File: src/rtl/tmr_pkg.sv
package tmr_pkg;
  localparam int CSW = 3;
  localparam logic [CSW-1:0] CS_LINK = 3'b100;

  typedef enum logic [1:0] {CLR_NONE, CLR_ON_A, CLR_ON_B, CLR_EXT} clr_e;
  typedef enum logic [1:0] {PIN_HOLD, PIN_LO, PIN_HI, PIN_TGL} pin_e;

  localparam logic [2:0] RG_CTRL = 3'd0;
  localparam logic [2:0] RG_STAT = 3'd1;
  localparam logic [2:0] RG_CMPA = 3'd2;
  localparam logic [2:0] RG_CMPB = 3'd3;
  localparam logic [2:0] RG_CNT  = 3'd4;
endpackage

File: src/rtl/tmr_chan.sv
module tmr_chan
  import tmr_pkg::*;
#(
  parameter int W = 8
) (
  input  logic           clk,
  input  logic           rst_n,
  input  logic           wr_ctrl,
  input  logic           wr_stat,
  input  logic           wr_cmpa,
  input  logic           wr_cmpb,
  input  logic           wr_cnt,
  input  logic           rd_stat,
  input  logic [W-1:0]   wdata,
  input  logic           inc,
  input  logic           clr,
  input  logic           evt_a,
  input  logic           evt_b,
  output logic [W-1:0]   cnt,
  output logic [W-1:0]   cmp_a,
  output logic [W-1:0]   cmp_b,
  output logic [CSW-1:0] cs,
  output clr_e           clrsel,
  output logic           upd,
  output logic           flag,
  output logic           wave,
  output logic [W-1:0]   ctrl_rd,
  output logic [W-1:0]   stat_rd
);
  pin_e pa_q, pb_q, pin_sel;
  logic armed_q, armed_n, flag_n, wave_n, upd_n;
  logic [W-1:0] cnt_n;
  logic flag_clr;

  // next-state logic
  always_comb begin
    cnt_n = cnt;
    if (wr_cnt)   cnt_n = wdata;
    else if (clr) cnt_n = '0;
    else if (inc) cnt_n = cnt + 1'b1;
    upd_n = inc & ~clr & ~wr_cnt;

    flag_clr = wr_stat & armed_q & ~wdata[0];
    flag_n   = (evt_a | evt_b) | (flag & ~flag_clr);
    if (wr_stat)            armed_n = 1'b0;
    else if (rd_stat & flag) armed_n = 1'b1;
    else                     armed_n = armed_q;

    pin_sel = evt_b ? pb_q : (evt_a ? pa_q : PIN_HOLD);
    case (pin_sel)
      PIN_LO:  wave_n = 1'b0;
      PIN_HI:  wave_n = 1'b1;
      PIN_TGL: wave_n = ~wave;
      default: wave_n = wave;
    endcase
  end

  // registers
  always_ff @(posedge clk or negedge rst_n) begin
    if (!rst_n) begin
      cnt <= '0; cmp_a <= '0; cmp_b <= '0; cs <= '0; clrsel <= CLR_NONE;
      pa_q <= PIN_HOLD; pb_q <= PIN_HOLD; upd <= 1'b0;
      flag <= 1'b0; armed_q <= 1'b0; wave <= 1'b0;
    end else begin
      cnt     <= cnt_n;
      upd     <= upd_n;
      flag    <= flag_n;
      armed_q <= armed_n;
      wave    <= wave_n;
      if (wr_cmpa) cmp_a <= wdata;
      if (wr_cmpb) cmp_b <= wdata;
      if (wr_ctrl) begin
        cs     <= wdata[CSW-1:0];
        clrsel <= clr_e'(wdata[4:3]);
      end
      if (wr_stat) begin
        pa_q <= pin_e'(wdata[2:1]);
        pb_q <= pin_e'(wdata[4:3]);
      end
    end
  end

  assign ctrl_rd = W'({clrsel, cs});
  assign stat_rd = W'({pb_q, pa_q, flag});

  // a clear without a software write leaves the counter at zero
  a_r3_clear_zero: assert property (@(posedge clk) disable iff (!rst_n)
    (clr && !wr_cnt) |=> (cnt == '0));
  // a hardware set wins over a software clear
  a_r5_set_wins: assert property (@(posedge clk) disable iff (!rst_n)
    (evt_a || evt_b) |=> flag);
  // the flag only falls through an armed status write
  a_r5_armed_clear: assert property (@(posedge clk) disable iff (!rst_n)
    $fell(flag) |-> $past(wr_stat && armed_q));
  // the pin moves only on a compare event
  a_r4_pin_on_event: assert property (@(posedge clk) disable iff (!rst_n)
    !(evt_a || evt_b) |=> $stable(wave));
endmodule

File: src/rtl/tmr_link.sv
module tmr_link
  import tmr_pkg::*;
#(
  parameter int W  = 8,
  parameter int NT = 3
) (
  input  logic [CSW-1:0] cs0,
  input  logic [CSW-1:0] cs1,
  input  clr_e           clrsel0,
  input  clr_e           clrsel1,
  input  logic [W-1:0]   cnt0,
  input  logic [W-1:0]   cnt1,
  input  logic [W-1:0]   cmpa0,
  input  logic [W-1:0]   cmpa1,
  input  logic [W-1:0]   cmpb0,
  input  logic [W-1:0]   cmpb1,
  input  logic           upd0,
  input  logic           upd1,
  input  logic [NT-1:0]  tick,
  input  logic           ext_clr,
  output logic           mode16,
  output logic           inc0,
  output logic           inc1,
  output logic           clr0,
  output logic           clr1,
  output logic           eva0,
  output logic           evb0,
  output logic           eva1,
  output logic           evb1
);
  logic t0, t1, chain;

  function automatic logic clr_hit(clr_e s, logic a, logic b, logic x);
    return (s == CLR_ON_A && a) || (s == CLR_ON_B && b) || (s == CLR_EXT && x);
  endfunction

  always_comb begin
    t0 = 1'b0;
    t1 = 1'b0;
    for (int i = 0; i < NT; i++) begin
      if (cs0 == CSW'(i + 1)) t0 = tick[i];
      if (cs1 == CSW'(i + 1)) t1 = tick[i];
    end
    mode16 = (cs0 == CS_LINK) && (cs1 != CS_LINK);
    chain  = (cs1 == CS_LINK) && (cs0 != CS_LINK);

    eva1 = upd1 && (cnt1 == cmpa1);
    evb1 = upd1 && (cnt1 == cmpb1);
    if (mode16) begin
      eva0 = upd1 && ({cnt0, cnt1} == {cmpa0, cmpa1});
      evb0 = upd1 && ({cnt0, cnt1} == {cmpb0, cmpb1});
    end else begin
      eva0 = upd0 && (cnt0 == cmpa0);
      evb0 = upd0 && (cnt0 == cmpb0);
    end

    clr0 = clr_hit(clrsel0, eva0, evb0, ext_clr)
         || (mode16 && clrsel0 == CLR_EXT && eva0);
    clr1 = mode16 ? clr0 : clr_hit(clrsel1, eva1, evb1, ext_clr);

    inc1 = chain ? eva0 : t1;
    inc0 = mode16 ? (t1 && cnt1 == '1) : t0;
  end
endmodule

File: src/rtl/tmr_pair.sv
module tmr_pair
  import tmr_pkg::*;
#(
  parameter int W  = 8,
  parameter int NT = 3
) (
  input  logic          clk,
  input  logic          rst_n,
  input  logic [NT-1:0] tick_i,
  input  logic          ext_clr_i,
  input  logic          wr_en_i,
  input  logic          rd_en_i,
  input  logic [3:0]    addr_i,
  input  logic [W-1:0]  wdata_i,
  output logic [W-1:0]  rdata_o,
  output logic [1:0]    wave_o
);
  localparam int NCH = 2;

  logic [1:0] rst_pipe;
  logic       rst_s;

  logic [W-1:0]   cnt [NCH], cmpa [NCH], cmpb [NCH], ctrl_rd [NCH], stat_rd [NCH];
  logic [CSW-1:0] cs [NCH];
  clr_e           clrsel [NCH];
  logic [NCH-1:0] inc, clr, eva, evb, upd, flag;
  logic           mode16;

  always_ff @(posedge clk or negedge rst_n) begin
    if (!rst_n) rst_pipe <= 2'b00;
    else        rst_pipe <= {rst_pipe[0], 1'b1};
  end
  assign rst_s = rst_pipe[1];

  for (genvar ch = 0; ch < NCH; ch++) begin : g_ch
    logic sel;
    assign sel = wr_en_i && (addr_i[3] == ch[0]);
    tmr_chan #(.W(W)) u_chan (
      .clk(clk), .rst_n(rst_s),
      .wr_ctrl(sel && addr_i[2:0] == RG_CTRL),
      .wr_stat(sel && addr_i[2:0] == RG_STAT),
      .wr_cmpa(sel && addr_i[2:0] == RG_CMPA),
      .wr_cmpb(sel && addr_i[2:0] == RG_CMPB),
      .wr_cnt (sel && addr_i[2:0] == RG_CNT),
      .rd_stat(rd_en_i && addr_i[3] == ch[0] && addr_i[2:0] == RG_STAT),
      .wdata(wdata_i), .inc(inc[ch]), .clr(clr[ch]),
      .evt_a(eva[ch]), .evt_b(evb[ch]),
      .cnt(cnt[ch]), .cmp_a(cmpa[ch]), .cmp_b(cmpb[ch]),
      .cs(cs[ch]), .clrsel(clrsel[ch]), .upd(upd[ch]),
      .flag(flag[ch]), .wave(wave_o[ch]),
      .ctrl_rd(ctrl_rd[ch]), .stat_rd(stat_rd[ch])
    );
  end

  tmr_link #(.W(W), .NT(NT)) u_link (
    .cs0(cs[0]), .cs1(cs[1]), .clrsel0(clrsel[0]), .clrsel1(clrsel[1]),
    .cnt0(cnt[0]), .cnt1(cnt[1]), .cmpa0(cmpa[0]), .cmpa1(cmpa[1]),
    .cmpb0(cmpb[0]), .cmpb1(cmpb[1]), .upd0(upd[0]), .upd1(upd[1]),
    .tick(tick_i), .ext_clr(ext_clr_i), .mode16(mode16),
    .inc0(inc[0]), .inc1(inc[1]), .clr0(clr[0]), .clr1(clr[1]),
    .eva0(eva[0]), .evb0(evb[0]), .eva1(eva[1]), .evb1(evb[1])
  );

  always_comb begin
    case (addr_i[2:0])
      RG_CTRL: rdata_o = ctrl_rd[addr_i[3]];
      RG_STAT: rdata_o = stat_rd[addr_i[3]];
      RG_CMPA: rdata_o = cmpa[addr_i[3]];
      RG_CMPB: rdata_o = cmpb[addr_i[3]];
      RG_CNT:  rdata_o = cnt[addr_i[3]];
      default: rdata_o = '0;
    endcase
  end

  // the low-byte wrap carries into the high byte
  a_r6_carry: assert property (@(posedge clk) disable iff (!rst_s)
    (mode16 && inc[1] && !clr[1] && cnt[1] == '1 && !wr_en_i)
      |=> (cnt[0] == $past(cnt[0]) + 1'b1));
  // in the 16-bit form the low byte never clears apart from the high byte
  a_r8_low_follows: assert property (@(posedge clk) disable iff (!rst_s)
    mode16 |-> (clr[1] == clr[0]));
  // both channels linked keeps both counters still
  a_r11_both_hold: assert property (@(posedge clk) disable iff (!rst_s)
    (cs[0] == CS_LINK && cs[1] == CS_LINK && !wr_en_i)
      |=> ($stable(cnt[0]) && $stable(cnt[1])));
endmodule

File: config.mk
export PLATFORM = sky130hd
export DESIGN_NAME = tmr_pair
export DESIGN_NICKNAME = d
export VERILOG_FILES = /design/src/rtl/tmr_pkg.sv /design/src/rtl/tmr_chan.sv /design/src/rtl/tmr_link.sv /design/src/rtl/tmr_pair.sv
export SDC_FILE = /design/constraint.sdc
export NUM_CORES = 1
export LEC_CHECK = 0
export ABC_AREA = 1
export BUFFER_PORTS_ARGS = -buffer_cell sky130_fd_sc_hd__buf_4
export CORE_MARGIN = 1.5
export CORE_UTILIZATION = 61
export CTS_CLUSTER_DIAMETER = 100
export DETAILED_ROUTE_END_ITERATION = 12
export PLACE_DENSITY = 0.8
export SLEW_MARGIN = 25
export SYNTH_ARGS = -nofsm -noshare
export SYNTH_HDL_FRONTEND = slang
export SYNTH_SLANG_ARGS = --single-unit
File: constraint.sdc
create_clock -name clk -period 2.69 [get_ports clk]
set_input_delay 0.1345 -clock clk [delete_from_list [all_inputs] [get_ports clk]]
set_output_delay 0.1345 -clock clk [all_outputs]
set_load 0.02 [all_outputs]
# After elaboration in Yosys (flattened, before gate mapping)
# Index checks and enable logic that the tools add are counted.
dict set report op_classes {
  mux 43
  magnitude_cmp 1
  eq_ne 33
  bitwise 27
  reduce_logical 45
  addsub 2
}
# op count
set op_table {}
lappend op_table {{8-bit two-way mux} 19}
lappend op_table {{8-bit one-hot mux with 5 select lines} 1}
lappend op_table {{1-bit logical AND} 33}
lappend op_table {{16-bit == test} 2}
lappend op_table {{8-bit == test} 4}
lappend op_table {{3-bit by 2-bit == test with 1-bit output (second input constant)} 6}
lappend op_table {{8-bit by 1-bit adder with 8-bit output (second input constant)} 2}
lappend op_table {{2-bit == test (second input constant)} 8}
lappend op_table {{1-bit two-way mux} 15}
lappend op_table {{1-bit AND} 12}
lappend op_table {{3-bit nonzero test} 4}
lappend op_table {{5-bit two-way mux} 2}
lappend op_table {{1-bit inverter} 10}
lappend op_table {{3-bit by 1-bit == test with 1-bit output (second input constant)} 3}
lappend op_table {{3-bit == test (second input constant)} 3}
lappend op_table {{2-bit by 1-bit == test with 1-bit output (second input constant)} 4}
lappend op_table {{8-bit == test (second input constant)} 1}
lappend op_table {{2-bit two-way mux} 4}
lappend op_table {{3-bit inequality test (second input constant)} 2}
lappend op_table {{1-bit one-hot mux with 3 select lines} 2}
lappend op_table {{1-bit logical OR} 5}
lappend op_table {{1-bit OR} 4}
lappend op_table {{2-bit nonzero test} 2}
lappend op_table {{3-bit zero test} 1}
lappend op_table {{other kinds (2)} 2}
dict set report word_totals {
  elab_cells 174
  out_inout_bits 10
  reg_bits 76
}

# Logic depth before layout (Yosys ltp)
# Gate-level depths: netlist of the first run.
dict set report depth {
  ltp_word 11
  mapped_depth 16
  mapped_depth_nobuf 16
}

# By module
# A second synthesis of the first run with hierarchy kept.
dict set report hier_totals {
  cells_unflattened 764
  hier_area_um2 5402.7
}
# mod cells_each area_per_inst_um2 n_inst
set modules_own_cells {}
lappend modules_own_cells {tmr_chan 167 1747.9 2}
lappend modules_own_cells {tmr_pair 236 993.5 1}
lappend modules_own_cells {tmr_link 194 913.4 1}

# Worst setup path after synthesis of the first run
# No wires, ideal clock.
dict set report synth_path {
  path_kind {register to register}
  start {register g_ch[0].u_chan.cs[1]}
  end {register g_ch[1].u_chan.cnt[3]}
  stages_incl_launch_ff 14
  required_ps 2577
  slack_ps 926
  n_path_buf 1
  period_less_slack_ps 1764
  t_arrival_ps 1651
  cell_sequence {dfrtp_1 nor3_4 nand2_4 inv_6 nor2_4 nor2_8 nand3_1 nand2_2 nand3_4 buf_6 nand3_2 nand2_1 nand2_1 inv_1}
}
dict set report synth_via {
  elab_chain_cells 10
  word_cells_on_any_way 18
  cone_classes {eq/ne (2); mux (6); reduce/logical (10)}
}
# element line_no
set synth_rtl {}
lappend synth_rtl {{start: declaration} tmr_chan.sv:22} ;# output logic [CSW-1:0] cs,
lappend synth_rtl {{start signal: assignment} tmr_chan.sv:73} ;# cs <= wdata[CSW-1:0];
lappend synth_rtl {{3-bit == test} tmr_link.sv:44} ;# mode16 = (cs0 == CS_LINK) && (cs1 != CS_LINK);
lappend synth_rtl {{1-bit logical AND} tmr_link.sv:44}
lappend synth_rtl {{1-bit two-way mux} tmr_link.sv:49} ;# if (mode16) begin
lappend synth_rtl {{1-bit logical AND} tmr_link.sv:34} ;# return (s == CLR_ON_A && a) || (s == CLR_ON_B && b) || (s == CLR_EXT && x);
lappend synth_rtl {{1-bit logical OR (2 in a row)} tmr_link.sv:34}
lappend synth_rtl {{1-bit logical OR} tmr_link.sv:58} ;# || (mode16 && clrsel0 == CLR_EXT && eva0);
lappend synth_rtl {{1-bit two-way mux} tmr_link.sv:59} ;# clr1 = mode16 ? clr0 : clr_hit(clrsel1, eva1, evb1, ext_clr);
lappend synth_rtl {{8-bit two-way mux} tmr_chan.sv:39} ;# else if (clr) cnt_n = '0;
lappend synth_rtl {{8-bit two-way mux} tmr_chan.sv:38} ;# if (wr_cnt) cnt_n = wdata;
lappend synth_rtl {{end signal: assignment} tmr_chan.sv:65} ;# cnt <= cnt_n;
lappend synth_rtl {{end: declaration} tmr_chan.sv:19} ;# output logic [W-1:0] cnt,
# Several ways; a longest one is shown, not always the timed one.
# A chain may end at the register's enable or synchronous reset.

# Worst setup path in the final report of the first run
dict set report layout_path {
  start {register g_ch[1].u_chan.cs[0]}
  end {register g_ch[1].u_chan.cnt[6]}
}
dict set report layout_via {
  elab_chain_cells 10
  word_cells_on_any_way 24
  cone_classes {eq/ne (5); mux (9); reduce/logical (10)}
}
# element line_no
set layout_rtl {}
lappend layout_rtl {{start: declaration} tmr_chan.sv:22}
lappend layout_rtl {{start signal: assignment} tmr_chan.sv:73}
lappend layout_rtl {{3-bit inequality test} tmr_link.sv:44}
lappend layout_rtl {{1-bit logical AND} tmr_link.sv:44}
lappend layout_rtl {{1-bit two-way mux} tmr_link.sv:49}
lappend layout_rtl {{1-bit logical AND} tmr_link.sv:34}
lappend layout_rtl {{1-bit logical OR (2 in a row)} tmr_link.sv:34}
lappend layout_rtl {{1-bit logical OR} tmr_link.sv:58}
lappend layout_rtl {{1-bit two-way mux} tmr_link.sv:59}
lappend layout_rtl {{8-bit two-way mux} tmr_chan.sv:39}
lappend layout_rtl {{8-bit two-way mux} tmr_chan.sv:38}
# Several ways; a longest one is shown, not always the timed one.

==> impl_metrics.prom, run 1 <==
# TYPE chip_impl_metric gauge
chip_impl_metric{name="globalplace.congestion",unit=""} 0.9929
chip_impl_metric{name="crit_path_max_fanout",unit=""} 9
chip_impl_metric{name="horizontal_die_dimension",unit="um"} 91.77
chip_impl_info{name="dominantRegCellSynth",value="sky130_fd_sc_hd__dfrtp_1"} 1
chip_impl_metric{name="routedWlPerCell",unit="um"} 17.53
chip_impl_metric{name="path_clk_slew",unit="ns"} 0.08
chip_impl_metric{name="grt_antenna_before_repair",unit=""} 0
chip_impl_metric{name="timing_limited_maximum_frequency",unit="MHz"} 452.6
chip_impl_metric{name="port-buffer-count",unit=""} 29
chip_impl_metric{name="synth-edff-count",unit=""} 0
chip_impl_metric{name="multi_input_area",unit="um2"} 2484
chip_impl_metric{name="post-route-period-util",unit="%"} 82.14
chip_impl_metric{name="timing.slew.headroom",unit="%"} 49.31
chip_impl_metric{name="dr_total_vias",unit=""} 4722
chip_impl_metric{name="clock_insertion_delay_worst_skew",unit="ns"} 0.36
chip_impl_metric{name="final-setup-viol-count",unit=""} 0
chip_impl_metric{name="slew_violations",unit=""} 0
chip_impl_info{name="path_class",value="flop to flop"} 1
chip_impl_info{name="endpoint_kind",value="flop"} 1
chip_impl_metric{name="hold_ws",unit="ns"} 0.02454
chip_impl_metric{name="period_minus_slack",unit="ns"} 2.209
chip_impl_metric{name="async_reset_ff_share",unit="%"} 100.0
chip_impl_metric{name="cts_bufs_inserted",unit=""} 9
chip_impl_info{name="synth_largest_area_cell",value="sky130_fd_sc_hd__dfrtp_1"} 1
chip_impl_metric{name="worst_clock_skew",unit="ns"} 0.007612
chip_impl_metric{name="number_of_violations_of_the_max_capacitance_limit",unit=""} 0
chip_impl_metric{name="grt_overflow",unit=""} 0
chip_impl_metric{name="seq_area_frac_synth",unit="%"} 39.56
chip_impl_metric{name="final_util",unit="%"} 68.62
chip_impl_metric{name="detail_route.iter0.violations",unit=""} 434
chip_impl_info{name="holdCritPathClass",value="primary input to flop"} 1
chip_impl_metric{name="layout-drive-gt1-share",unit="%"} 13.26
chip_impl_metric{name="floorplan.io_pins",unit=""} 30
chip_impl_metric{name="antenna_cells",unit=""} 0
chip_impl_metric{name="post_drt_via_cell_ratio",unit=""} 5.932
chip_impl_metric{name="max-vdd-ir-drop",unit="V"} 0.0004246
chip_impl_metric{name="cellLeakagePower",unit="nW"} 2.601
chip_impl_metric{name="global_route.usage.total",unit="%"} 34.46
chip_impl_metric{name="hold_viol_final",unit=""} 0
chip_impl_metric{name="syn_inst",unit=""} 668
chip_impl_info{name="cts_root_buffer",value="sky130_fd_sc_hd__clkbuf_8"} 1
chip_impl_metric{name="core_area",unit="um2"} 7687
chip_impl_metric{name="postSynthRegisterBits",unit=""} 76
chip_impl_metric{name="place_hpwl",unit="um"} 10330
chip_impl_info{name="synth_top_cells_by_area",value="sky130_fd_sc_hd__dfrtp_1 40%, sky130_fd_sc_hd__nand2_1 18%, sky130_fd_sc_hd__o21ai_0 8.3%"} 1
chip_impl_info{name="cts_tree",value="yes"} 1
chip_impl_metric{name="synth_cell_types",unit=""} 46
chip_impl_info{name="rsz_0062_raised_after_global_routing",value="no"} 1
chip_impl_metric{name="p_total",unit="mW"} 4.283
chip_impl_metric{name="syn-num-nets",unit=""} 690
chip_impl_metric{name="htree_levels",unit=""} 3
chip_impl_metric{name="drc",unit=""} 0
chip_impl_metric{name="timing.reg2reg.setup_slack",unit="ns"} 0.48
chip_impl_metric{name="grt_first_pass_wirelength",unit="um"} 22340
chip_impl_info{name="layout_commonest_cell",value="sky130_fd_sc_hd__nand2_1"} 1
chip_impl_metric{name="initial_core_util",unit="%"} 62.53
chip_impl_metric{name="floorplan.rows",unit=""} 32
chip_impl_metric{name="floorplan.die_area",unit="um2"} 8422
chip_impl_metric{name="worst_pin_slew",unit="ns"} 0.7546
chip_impl_metric{name="pin_count_of_the_biggest_net_entering_global_routing",unit=""} 45
chip_impl_metric{name="cts_num_sinks",unit=""} 76
chip_impl_metric{name="mappedNetlistArea",unit="um2"} 4807
chip_impl_metric{name="yosys_warnings",unit=""} 0
chip_impl_metric{name="cts-resized-gates",unit=""} 0
chip_impl_metric{name="design.final.nets",unit=""} 712
chip_impl_metric{name="first_global_vias",unit=""} 4324
chip_impl_metric{name="area.sequential",unit="um2"} 1903
chip_impl_metric{name="crit_arrival",unit="ns"} 2.45
chip_impl_metric{name="final.fill_count",unit=""} 683
chip_impl_info{name="result_of_the_run",value="finished, final reports clean"} 1
chip_impl_metric{name="detail_route.first_pass.iterations",unit=""} 7
chip_impl_metric{name="power.density_cell_area",unit="nW/um2"} 812.0
chip_impl_metric{name="synth_top_area_share",unit="%"} 39.56
chip_impl_info{name="critical_path.startpoint_type",value="flop"} 1
chip_impl_metric{name="avgSynthCellArea",unit="um2"} 7.196
chip_impl_metric{name="final_sum_of_negative_setup_slack",unit="ns"} 0
chip_impl_metric{name="floorplan_die_height",unit="um"} 91.77
chip_impl_metric{name="cts_hold_buf",unit=""} 1
chip_impl_metric{name="antenna_left",unit=""} 0
chip_impl_metric{name="critical_path_required",unit="ns"} 2.93
chip_impl_metric{name="clock_path_buffers",unit=""} 2
chip_impl_info{name="layout_common_cells",value="232 x sky130_fd_sc_hd__nand2_1, 80 x sky130_fd_sc_hd__o21ai_0, 75 x sky130_fd_sc_hd__dfrtp_1"} 1
chip_impl_metric{name="routed_wirelength",unit="um"} 13950
chip_impl_metric{name="flow.area_growth_from_synthesis",unit="%"} 9.735
chip_impl_metric{name="cts_setup_buffers",unit=""} 0
power breakdown:
| part | internal, mW | switching (mW) | total, mW |
|---|---|---|---|
| sequential | 1.43 | 0.400 | 1.83 |
| clock | 0.422 | 0.419 | 0.841 |
| combinational | 0.624 | 0.983 | 1.61 |
| total | 2.48 | 1.80 | 4.28 |
area by class of cell:
type	instances	area share, %
repair buffers	35	5.266
well taps	102	2.419
clock buffers	12	2.562
multi-input cells	488	47.08
clock inverters	3	0.7590
inverters	80	5.835
flip-flops and latches	76	36.08
synthesized netlist by cell type, types with 2 or more instances:
master,instances
sky130_fd_sc_hd__a22oi_1,4
sky130_fd_sc_hd__buf_4,2
sky130_fd_sc_hd__nand2_4,3
sky130_fd_sc_hd__o21ai_1,3
sky130_fd_sc_hd__clkbuf_1,13
sky130_fd_sc_hd__o31ai_1,3
sky130_fd_sc_hd__xnor2_1,11
sky130_fd_sc_hd__nand2_1,232
sky130_fd_sc_hd__dfrtp_1,76
sky130_fd_sc_hd__inv_1,62
sky130_fd_sc_hd__o21ai_0,80
sky130_fd_sc_hd__nand3_2,8
sky130_fd_sc_hd__a21oi_1,14
sky130_fd_sc_hd__nor2_8,2
sky130_fd_sc_hd__ha_1,2
sky130_fd_sc_hd__o22ai_1,2
sky130_fd_sc_hd__nand2_2,5
sky130_fd_sc_hd__nor2_1,23
sky130_fd_sc_hd__o211ai_1,8
sky130_fd_sc_hd__buf_2,7
sky130_fd_sc_hd__inv_2,15
sky130_fd_sc_hd__nand4_1,13
sky130_fd_sc_hd__nor2_2,4
sky130_fd_sc_hd__xor2_1,10
sky130_fd_sc_hd__nand3_1,26
sky130_fd_sc_hd__nand3b_1,3
sky130_fd_sc_hd__o221ai_1,3
sky130_fd_sc_hd__nor3_1,12
sky130_fd_sc_hd__a221oi_1,5
registers in the layout (all words and copies together), names as in the netlist:
name,cells
g_ch.u_chan.cnt,16
g_ch.u_chan.upd,2
g_ch.u_chan.flag,2
g_ch.u_chan.cmp_a,16
g_ch.u_chan.armed_q,2
g_ch.u_chan.cs,6
g_ch.u_chan.pb_q,4
g_ch.u_chan.wave,2
g_ch.u_chan.clrsel,4
g_ch.u_chan.cmp_b,16
g_ch.u_chan.pa_q,4
rst_pipe,2
critical path, cell delays in order (launching register included):
cell and delay, ns:
sky130_fd_sc_hd__dfrtp_1 0.44, sky130_fd_sc_hd__clkinv_1 0.08, sky130_fd_sc_hd__nand3_2 0.10, sky130_fd_sc_hd__nand2_4 0.14, sky130_fd_sc_hd__inv_6 0.06, sky130_fd_sc_hd__nor2_4 0.15, sky130_fd_sc_hd__nor2_8 0.07, sky130_fd_sc_hd__nand2_1 0.05
sky130_fd_sc_hd__nand2_1 0.18, sky130_fd_sc_hd__nor2_2 0.41, sky130_fd_sc_hd__nand3_2 0.23, sky130_fd_sc_hd__nand2_1 0.12, sky130_fd_sc_hd__nand2_1 0.06
cells by family (layout without fill, tap and decap cells):
group           Yosys count  in the layout  share of synthesized area (%)
simple gates            338            338                          31.96
other cells               1              1                        0.07801
mux                       1              1                         0.2342
xor+xnor                 21             21                          3.826
fa+ha+maj                 2              2                         0.5205
compound gates          125            125                          15.04
buf+inv                 104            130                          8.771
flops                    76             76                          39.56
routing by layer:
metal | vias to the layer above | GRT usage [%] | share of wire, %
met3 | 42 | 6.385 | 8.9
met1 | 2217 | 47.88 | 43
met4 | 0 | 14.36 | 3.5
li1 | 2215 | - | -
met2 | 248 | 53.11 | 45
met5 | - | 0 | 0
final timing paths:
kind | start | endpoint | cells after the start
worst min register to register | rst_pipe[1] | g_ch[1].u_chan.cmp_a[7] | 0
min in group asynchronous | rst_n | rst_pipe[1] | 2
worst max register to register | g_ch[1].u_chan.cs[0] | g_ch[1].u_chan.cnt[6] | 12
worst min-delay path | wdata_i[2] | g_ch[1].u_chan.pa_q[1] | 3
max in group asynchronous | rst_pipe[1] | g_ch[0].u_chan.cs[0] | 1
worst max-delay path | g_ch[1].u_chan.cs[0] | g_ch[1].u_chan.cnt[6] | 12
through the flow:
step	setup slack (ns)	cells	cell area [um2]
2_1_floorplan	0.4167	668	4807
3_3_place_gp	0.5542	780	5090
3_5_place_dp	0.5573	780	5090
4_1_cts	0.5378	796	5275
5_1_grt	0.3779	796	5275
6_report	0.4805	796	5275
(Power assumes the default switching activity.)
==> inputs of run 2 (changes only) <==
ABC_AREA = 0   (was 1)
CORE_UTILIZATION = 55   (was 61)
PLACE_DENSITY = 0.76   (was 0.8)
clock period = 1.9 ns   (was 2.69 ns; I/O delays follow)
==> run 2 against run 1 <==
  * The flow now finishes with violations (negative setup slack)
  * Non-clock buffer count grew 89
  * Worst setup slack lost 1.1 ns
  * First-iteration DRC count shrank 14%
  * Cell count shrank 19%
  * Core utilization grew 5.8 points
  * Die area grew 4.9%
  * Count of clock-buffer cells in the layout is the same
  * Global-route usage shrank 1.1 points
  * Final area grew 15%
  * Synthesized area shrank 5.3%
  * Critical path type unchanged
  * Highest routed layer unchanged
==> impl_metrics.prom, run 2 <==
# TYPE chip_impl_metric gauge
chip_impl_info{name="result_of_the_run",value="complete, but fails checks"} 1
chip_impl_info{name="failed_checks",value="negative setup slack"} 1
chip_impl_metric{name="port-buffer-count",unit=""} 29
chip_impl_metric{name="flow.area_growth_from_synthesis",unit="%"} 32.87
chip_impl_metric{name="hold_viol_final",unit=""} 0
chip_impl_info{name="layout_common_cells",value="105 x sky130_fd_sc_hd__buf_4, 75 x sky130_fd_sc_hd__dfrtp_1, 57 x sky130_fd_sc_hd__mux2_2"} 1
chip_impl_metric{name="routedWlPerCell",unit="um"} 21.38
chip_impl_metric{name="cts_bufs_inserted",unit=""} 9
chip_impl_metric{name="hold-path-cell-count",unit=""} 3
chip_impl_metric{name="path_clk_slew",unit="ns"} 0.08
chip_impl_info{name="synth_largest_area_cell",value="sky130_fd_sc_hd__dfrtp_1"} 1
chip_impl_info{name="critical_path.cell_chain",value="or3b_4, or2_4, or4b_4, a2111o_1, nand4_4, a211o_4, a2bb2oi_2"} 1
chip_impl_metric{name="cp_num_cells",unit=""} 7
chip_impl_metric{name="grt_overflow",unit=""} 0
chip_impl_metric{name="first_global_vias",unit=""} 4145
chip_impl_info{name="yosys-top-cells-count",value="76 x sky130_fd_sc_hd__dfrtp_1, 57 x sky130_fd_sc_hd__mux2_2, 38 x sky130_fd_sc_hd__nand2_1, 32 x sky130_fd_sc_hd__xnor2_1, 25 x sky130_fd_sc_hd__nor2_1"} 1
chip_impl_metric{name="worst_path_largest_cell_delay",unit="ns"} 0.50
chip_impl_metric{name="number_of_violations_of_the_max_capacitance_limit",unit=""} 0
chip_impl_metric{name="avgSynthCellArea",unit="um2"} 10.52
chip_impl_metric{name="final.fill_count",unit=""} 511
chip_impl_info{name="largestRegisters",value="g_ch.u_chan.cmp_a (16), g_ch.u_chan.cmp_b (16), g_ch.u_chan.cnt (16)"} 1
chip_impl_metric{name="postSynthRegisterBits",unit=""} 76
chip_impl_metric{name="yosys_warnings",unit=""} 0
chip_impl_metric{name="crit_arrival",unit="ns"} 2.82
chip_impl_metric{name="max-vdd-ir-drop",unit="V"} 0.0008002
chip_impl_metric{name="floorplan_die_height",unit="um"} 93.99
chip_impl_metric{name="cts_num_sinks",unit=""} 76
chip_impl_info{name="path_class",value="flop to flop"} 1
chip_impl_metric{name="critical_path_required",unit="ns"} 2.18
chip_impl_metric{name="crit_path_max_fanout",unit=""} 7
chip_impl_info{name="cts_root_buffer",value="sky130_fd_sc_hd__clkbuf_8"} 1
chip_impl_metric{name="dr_total_vias",unit=""} 4120
chip_impl_metric{name="async_reset_ff_share",unit="%"} 100.0
chip_impl_metric{name="core_area",unit="um2"} 8134
chip_impl_metric{name="synth_top_area_share",unit="%"} 41.77
chip_impl_metric{name="post_drt_via_cell_ratio",unit=""} 6.388
chip_impl_info{name="dominantRegCellSynth",value="sky130_fd_sc_hd__dfrtp_1"} 1
chip_impl_metric{name="detail_route.first_pass.iterations",unit=""} 4
chip_impl_metric{name="setup_slack",unit="ns"} -0.6336
chip_impl_info{name="critPathSlowestCell",value="sky130_fd_sc_hd__or4b_4"} 1
chip_impl_metric{name="post-route-period-util",unit="%"} 133.3
chip_impl_metric{name="antenna_left",unit=""} 0
chip_impl_metric{name="htree_levels",unit=""} 3
chip_impl_metric{name="pre_cts_ws",unit="ns"} -0.6781
chip_impl_info{name="cts_tree",value="yes"} 1
chip_impl_info{name="rsz_0062_raised_after_global_routing",value="yes"} 1
chip_impl_metric{name="power.density_cell_area",unit="nW/um2"} 1093
chip_impl_metric{name="cellLeakagePower",unit="nW"} 2.604
chip_impl_metric{name="antenna_cells",unit=""} 0
chip_impl_info{name="holdCritPathClass",value="primary input to flop"} 1
chip_impl_metric{name="area.sequential",unit="um2"} 1903
chip_impl_metric{name="timing.critical_path.buf_inv",unit=""} 0
chip_impl_info{name="critical_path.startpoint_type",value="flop"} 1
chip_impl_metric{name="timing_limited_maximum_frequency",unit="MHz"} 394.7
chip_impl_metric{name="synth-edff-count",unit=""} 0
chip_impl_metric{name="pin_count_of_the_biggest_net_entering_global_routing",unit=""} 75
chip_impl_metric{name="period_minus_slack",unit="ns"} 2.534
chip_impl_metric{name="worst_clock_skew",unit="ns"} 0.01461
chip_impl_metric{name="floorplan.rows",unit=""} 33
chip_impl_metric{name="floorplan.die_area",unit="um2"} 8833
chip_impl_metric{name="clock_path_buffers",unit=""} 2
chip_impl_metric{name="synth_cell_types",unit=""} 56
chip_impl_metric{name="detail_route.iter0.violations",unit=""} 375
chip_impl_metric{name="layout-drive-gt1-share",unit="%"} 45.00
chip_impl_metric{name="horizontal_die_dimension",unit="um"} 93.99
chip_impl_metric{name="final-setup-viol-count",unit=""} 25
chip_impl_info{name="endpoint_kind",value="flop"} 1
chip_impl_metric{name="syn_inst",unit=""} 433
chip_impl_metric{name="mappedNetlistArea",unit="um2"} 4553
chip_impl_metric{name="globalplace.congestion",unit=""} 0.9029
chip_impl_info{name="crit_family",value="simple AND/OR/NAND/NOR gates"} 1
chip_impl_metric{name="grt_antenna_before_repair",unit=""} 0
chip_impl_metric{name="syn-num-nets",unit=""} 455
chip_impl_metric{name="drc",unit=""} 0
chip_impl_metric{name="place_hpwl",unit="um"} 8951
chip_impl_metric{name="seq_area_frac_synth",unit="%"} 41.77
chip_impl_info{name="layout_commonest_cell",value="sky130_fd_sc_hd__buf_4"} 1
chip_impl_metric{name="timing.reg2reg.worst_path_depth",unit=""} 7
chip_impl_metric{name="clock_insertion_delay_worst_skew",unit="ns"} 0.36
chip_impl_metric{name="grt_first_pass_wirelength",unit="um"} 21880
chip_impl_metric{name="final_sum_of_negative_setup_slack",unit="ns"} -11.68
chip_impl_info{name="most_numerous_cell_in_the_yosys_netlist",value="sky130_fd_sc_hd__dfrtp_1"} 1
chip_impl_metric{name="design.final.nets",unit=""} 557
chip_impl_metric{name="floorplan.io_pins",unit=""} 30
chip_impl_metric{name="initial_core_util",unit="%"} 55.98
chip_impl_metric{name="multi_input_area",unit="um2"} 2750
chip_impl_metric{name="routed_wirelength",unit="um"} 13790
chip_impl_metric{name="global_route.usage.total",unit="%"} 33.34
chip_impl_info{name="synth_top_cells_by_area",value="sky130_fd_sc_hd__dfrtp_1 42%, sky130_fd_sc_hd__mux2_2 14%, sky130_fd_sc_hd__xnor2_1 6.2%"} 1
chip_impl_metric{name="slew_violations",unit=""} 0
==> run 2: changes by cell type after synthesis, moves of 15 or more <==
| cell | previous run | this run |
|---|---|---|
| sky130_fd_sc_hd__nand2_1 | 232 | 38 |
| sky130_fd_sc_hd__o21ai_0 | 80 | 9 |
| sky130_fd_sc_hd__mux2_2 | 1 | 57 |
| sky130_fd_sc_hd__inv_1 | 62 | 8 |
| sky130_fd_sc_hd__xnor2_1 | 11 | 32 |
| sky130_fd_sc_hd__inv_2 | 15 | 0 |
==> run 2: worst reg2reg max path: stages, from the launching register on <==
cell and delay [ns]:
sky130_fd_sc_hd__dfrtp_1 0.38, sky130_fd_sc_hd__or3b_4 0.40, sky130_fd_sc_hd__or2_4 0.29, sky130_fd_sc_hd__or4b_4 0.50
sky130_fd_sc_hd__a2111o_1 0.43, sky130_fd_sc_hd__nand4_4 0.15, sky130_fd_sc_hd__a211o_4 0.19, sky130_fd_sc_hd__a2bb2oi_2 0.12
==> run 2: kinds of logic after synthesis <==
kind of cell | share of synthesized area (%)
AOI/OAI and AO/OA | 13.44
xor gates and xnor gates | 8.079
DFF | 41.77
muxes | 19.21
and+or+nand+nor | 12.92
buffers and inverters | 3.957
other | 0.08236
adders and majority gates | 0.5495
==> run 2: what timing repair did <==
item | 4_1_cts | 5_1_grt
endpoints found under the hold margin | 3 | 0
setup buffers | 6 | 8
hold buffers | 2 | 0
pin swaps | 13 | 13
gates cloned | 1 | 0
endpoints found under the setup margin | 25 | 26
gates resized for setup | 32 | 24
==> run 2: routing by layer <==
| layer | track usage [%] | part of all wire [%] |
|---|---|---|
| met5 | 0 | 0 |
| met4 | 17.04 | 5.4 |
| met3 | 6.877 | 7.2 |
| met2 | 54.23 | 49 |
| met1 | 42.02 | 38 |
==> run 2: final cells by class <==
cell class,instances,share of cell area (%)
multi-input cells,316,45.46
flip-flops and latches,76,31.46
repair buffers,124,16.81
clock buffers,12,2.399
well taps,105,2.172
clock inverters,4,1.200
inverters,8,0.4964
==> run 2: through the flow <==
stage / instance area (um2) / util [%] / std cells / total power, mW / hold WS [ns]
floorplan: 4562 / - / 433 / 3.750 / -0.2006
global placement: 5378 / 66.11 / 612 / 4.692 / -0.1233
detailed placement: 5378 / 66.11 / 612 / 4.784 / -0.1213
CTS: 5853 / 71.96 / 637 / 6.363 / 0.002893
global route: 6050 / 74.37 / 645 / 6.917 / 0.01624
finish: 6050 / 74.37 / 645 / 6.614 / 0.009524
==> run 2: path summary, 6_finish.rpt <==
path,start,to,slack [ns]
max,g_ch[0].u_chan.cs[1],g_ch[1].u_chan.cnt[3],-0.63
min,wdata_i[6],g_ch[0].u_chan.cnt[6],0.01
max reg2reg,g_ch[0].u_chan.cs[1],g_ch[1].u_chan.cnt[3],-0.63
min reg2reg,rst_pipe[1],g_ch[0].u_chan.cmp_a[7],0.30
max in group asynchronous,rst_pipe[1],g_ch[0].u_chan.flag,1.29
min in group asynchronous,rst_n,rst_pipe[1],0.06
==> run 2: where the power goes <==
group          internal [mW]  total (mW)  switching [mW]
clock                  0.776        1.39           0.616
sequential              2.01        2.42           0.414
combinational           1.52        2.80            1.28
==> inputs of run 3 (changes only) <==
ABC_AREA = 1   (was 0)
GPL_TIMING_DRIVEN = 0   (was unset)
==> run 3 against run 2 <==
  * The flow still finishes with violations (negative setup slack)
  * Final area grew 0.10%
  * Flip-flop and latch count is the same
  * Routed wire length grew 15%
  * Worst hold slack is essentially flat
  * Clock skew is essentially flat
  * Register-to-register slack gained 0.51 ns
  * Die area grew 5.4%
  * Critical path depth grew 7
  * Non-clock buffer count shrank 31
  * Sequential share of layout area grew 0.26 points
  * Clock power shrank 7%
  * Critical path type unchanged
==> impl_metrics.prom, run 3 (synthesis gave the netlist of run 1 again) <==
# TYPE chip_impl_metric gauge
chip_impl_metric{name="grt_antenna_before_repair",unit=""} 0
chip_impl_metric{name="max-vdd-ir-drop",unit="V"} 0.0004981
chip_impl_metric{name="power.density_cell_area",unit="nW/um2"} 1149
chip_impl_metric{name="timing.slew.headroom",unit="%"} 37.65
chip_impl_info{name="layout_common_cells",value="214 x sky130_fd_sc_hd__nand2_1, 77 x sky130_fd_sc_hd__o21ai_0, 63 x sky130_fd_sc_hd__dfrtp_1"} 1
chip_impl_metric{name="dr_total_vias",unit=""} 5113
chip_impl_metric{name="pin_count_of_the_biggest_net_entering_global_routing",unit=""} 43
chip_impl_metric{name="drc",unit=""} 0
chip_impl_metric{name="area.sequential",unit="um2"} 1921
chip_impl_info{name="cts_root_buffer",value="sky130_fd_sc_hd__clkbuf_8"} 1
chip_impl_metric{name="hold-path-cell-count",unit=""} 3
chip_impl_info{name="rsz_0062_raised_after_global_routing",value="yes"} 1
chip_impl_metric{name="initial_core_util",unit="%"} 57.64
chip_impl_metric{name="p_total",unit="mW"} 6.958
chip_impl_metric{name="design.final.nets",unit=""} 773
chip_impl_metric{name="multi_input_area",unit="um2"} 2763
chip_impl_metric{name="port-buffer-count",unit=""} 29
chip_impl_metric{name="pre_cts_ws",unit="ns"} -0.1979
chip_impl_metric{name="core_area",unit="um2"} 8341
chip_impl_metric{name="detail_route.iter0.violations",unit=""} 586
chip_impl_metric{name="floorplan_die_height",unit="um"} 96.49
chip_impl_metric{name="grt_first_pass_wirelength",unit="um"} 24230
chip_impl_metric{name="htree_levels",unit=""} 3
chip_impl_metric{name="path_clk_slew",unit="ns"} 0.09
chip_impl_metric{name="critical_path_required",unit="ns"} 2.16
chip_impl_metric{name="number_of_violations_of_the_max_capacitance_limit",unit=""} 0
chip_impl_info{name="largestRegisters",value="g_ch.u_chan.cmp_a (16), g_ch.u_chan.cmp_b (16), g_ch.u_chan.cnt (16)"} 1
chip_impl_metric{name="period_minus_slack",unit="ns"} 2.022
chip_impl_metric{name="post_drt_via_cell_ratio",unit=""} 5.938
chip_impl_info{name="failed_checks",value="negative setup slack"} 1
chip_impl_metric{name="antenna_left",unit=""} 0
chip_impl_metric{name="clock_insertion_delay_worst_skew",unit="ns"} 0.36
chip_impl_metric{name="horizontal_die_dimension",unit="um"} 96.49
chip_impl_metric{name="globalplace.congestion",unit=""} 0.9407
chip_impl_metric{name="worst_pin_slew",unit="ns"} 0.9281
chip_impl_metric{name="layout-drive-gt1-share",unit="%"} 27.65
chip_impl_metric{name="cellLeakagePower",unit="nW"} 2.921
chip_impl_metric{name="global_route.usage.total",unit="%"} 35.35
chip_impl_info{name="endpoint_kind",value="flop"} 1
chip_impl_metric{name="place_hpwl",unit="um"} 10750
chip_impl_info{name="result_of_the_run",value="complete, but fails checks"} 1
chip_impl_metric{name="routedWlPerCell",unit="um"} 18.37
chip_impl_metric{name="worst_clock_skew",unit="ns"} 0.01510
chip_impl_metric{name="floorplan.die_area",unit="um2"} 9310
chip_impl_metric{name="floorplan.io_pins",unit=""} 30
chip_impl_info{name="worst_hold_startpoint",value="wdata_i[0]"} 1
chip_impl_info{name="layout_commonest_cell",value="sky130_fd_sc_hd__nand2_1"} 1
chip_impl_metric{name="timing.reg2reg.setup_slack",unit="ns"} -0.12
chip_impl_metric{name="first_global_vias",unit=""} 4730
chip_impl_metric{name="crit_arrival",unit="ns"} 2.28
chip_impl_info{name="r2r_end",value="g_ch[0].u_chan.cnt[5]"} 1
chip_impl_info{name="hold-path-endpoint",value="g_ch[0].u_chan.flag"} 1
chip_impl_info{name="path_class",value="flop to flop"} 1
chip_impl_metric{name="slew_violations",unit=""} 0
chip_impl_info{name="holdCritPathClass",value="primary input to flop"} 1
chip_impl_metric{name="flow.area_growth_from_synthesis",unit="%"} 25.98
chip_impl_metric{name="clock_path_buffers",unit=""} 2
chip_impl_metric{name="post-route-period-util",unit="%"} 106.4
chip_impl_metric{name="routed_wirelength",unit="um"} 15820
chip_impl_metric{name="cts_num_sinks",unit=""} 76
chip_impl_metric{name="antenna_cells",unit=""} 0
chip_impl_info{name="cts_tree",value="yes"} 1
chip_impl_metric{name="final-setup-viol-count",unit=""} 17
chip_impl_metric{name="hold_viol_final",unit=""} 0
chip_impl_info{name="critical_path.reg2reg.startpoint",value="g_ch[1].u_chan.cnt[0]"} 1
chip_impl_metric{name="setup_slack",unit="ns"} -0.1217
chip_impl_metric{name="timing_limited_maximum_frequency",unit="MHz"} 494.6
chip_impl_metric{name="detail_route.first_pass.iterations",unit=""} 5
chip_impl_metric{name="floorplan.rows",unit=""} 33
chip_impl_metric{name="crit_path_max_fanout",unit=""} 5
chip_impl_metric{name="final.fill_count",unit=""} 654
chip_impl_info{name="critical_path.startpoint_type",value="flop"} 1
chip_impl_metric{name="grt_overflow",unit=""} 0
chip_impl_metric{name="cts_bufs_inserted",unit=""} 9
chip_impl_metric{name="timing.reg2reg.worst_path_depth",unit=""} 14
run 3: how the worst max path moves through the flow:
stage                                startpoint  slack, ns  cells after the start               endpoint
final                     g_ch[1].u_chan.cnt[0]      -0.12                     14  g_ch[0].u_chan.cnt[5]
after global routing      g_ch[0].u_chan.cnt[4]      -0.20                     15  g_ch[1].u_chan.cnt[3]
after CTS                 g_ch[1].u_chan.cnt[5]      -0.02                     16  g_ch[0].u_chan.cnt[6]
after detailed placement  g_ch[1].u_chan.cnt[7]      -0.20                     12  g_ch[1].u_chan.cnt[3]
after global placement    g_ch[1].u_chan.cnt[6]      -0.15                     16  g_ch[1].u_chan.cnt[3]
after floorplan            g_ch[0].u_chan.cs[1]       0.14                     13  g_ch[1].u_chan.cnt[3]
run 3: power by group:
group | total [mW] | internal, mW | switching, mW | leakage, nW
registers | 2.63 | 2.05 | 0.574 | 0.942
logic | 3.05 | 1.33 | 1.71 | 1.88
clock network | 1.29 | 0.637 | 0.650 | 0.0991
total | 6.96 | 4.02 | 2.94 | 2.92
run 3: metrics by stage:
stage | instance area, um2 | util (%) | hold WS, ns | instances | TNS [ns]
floorplan | 4808 | - | -0.2006 | 668 | 0
global placement | 5157 | 61.84 | -0.1227 | 802 | -2.338
detailed placement | 5180 | 62.11 | -0.1207 | 803 | -3.087
finish | 6056 | 72.61 | 0.009125 | 861 | -1.652
CTS | 5756 | 69.01 | 0.004717 | 851 | -0.1880
global route | 6056 | 72.61 | 0.02414 | 861 | -2.836
run 3: routing by layer:
| metal | vias up | GRT usage (%) | part of all wire, % |
|---|---|---|---|
| met5 | - | 0 | 0 |
| met2 | 318 | 53.44 | 45 |
| li1 | 2349 | - | - |
| met1 | 2387 | 48.34 | 41 |
| met3 | 59 | 6.573 | 9.4 |
| met4 | 0 | 17.75 | 4.6 |
run 3: final cells by class:
type | instances | share of cell area, %
plain buffers | 19 | 1.653
clock inverters | 5 | 0.8678
repair buffers | 74 | 10.39
well taps | 105 | 2.169
inverters | 80 | 5.248
multi-input cells | 491 | 45.62
flip-flops and latches | 76 | 31.71
clock buffers | 11 | 2.335
run 3: repair_timing:
item | in CTS | in global routing
buffers inserted | 29 | 10
resized for setup | 39 | 60
hold endpoints to repair | 5 | 0
setup endpoints to repair | 21 | 24
hold buffers | 4 | 0
pin swaps | 27 | 33
gates cloned | 4 | 0
run 3: worst max-delay path, stage by stage (launching register included):
cell                      delay [ns]
sky130_fd_sc_hd__dfrtp_2        0.49
sky130_fd_sc_hd__buf_6          0.15
sky130_fd_sc_hd__nand2_4        0.06
sky130_fd_sc_hd__nand3_2        0.07
sky130_fd_sc_hd__nor2_2         0.12
sky130_fd_sc_hd__nand3_2        0.13
sky130_fd_sc_hd__nand2_2        0.14
sky130_fd_sc_hd__nand3_2        0.12
sky130_fd_sc_hd__nand2_4        0.17
sky130_fd_sc_hd__nand2_8        0.09
sky130_fd_sc_hd__nand2_8        0.10
sky130_fd_sc_hd__nor2_8         0.05
sky130_fd_sc_hd__buf_4          0.13
sky130_fd_sc_hd__nand2_1        0.05
sky130_fd_sc_hd__nand2_1        0.05
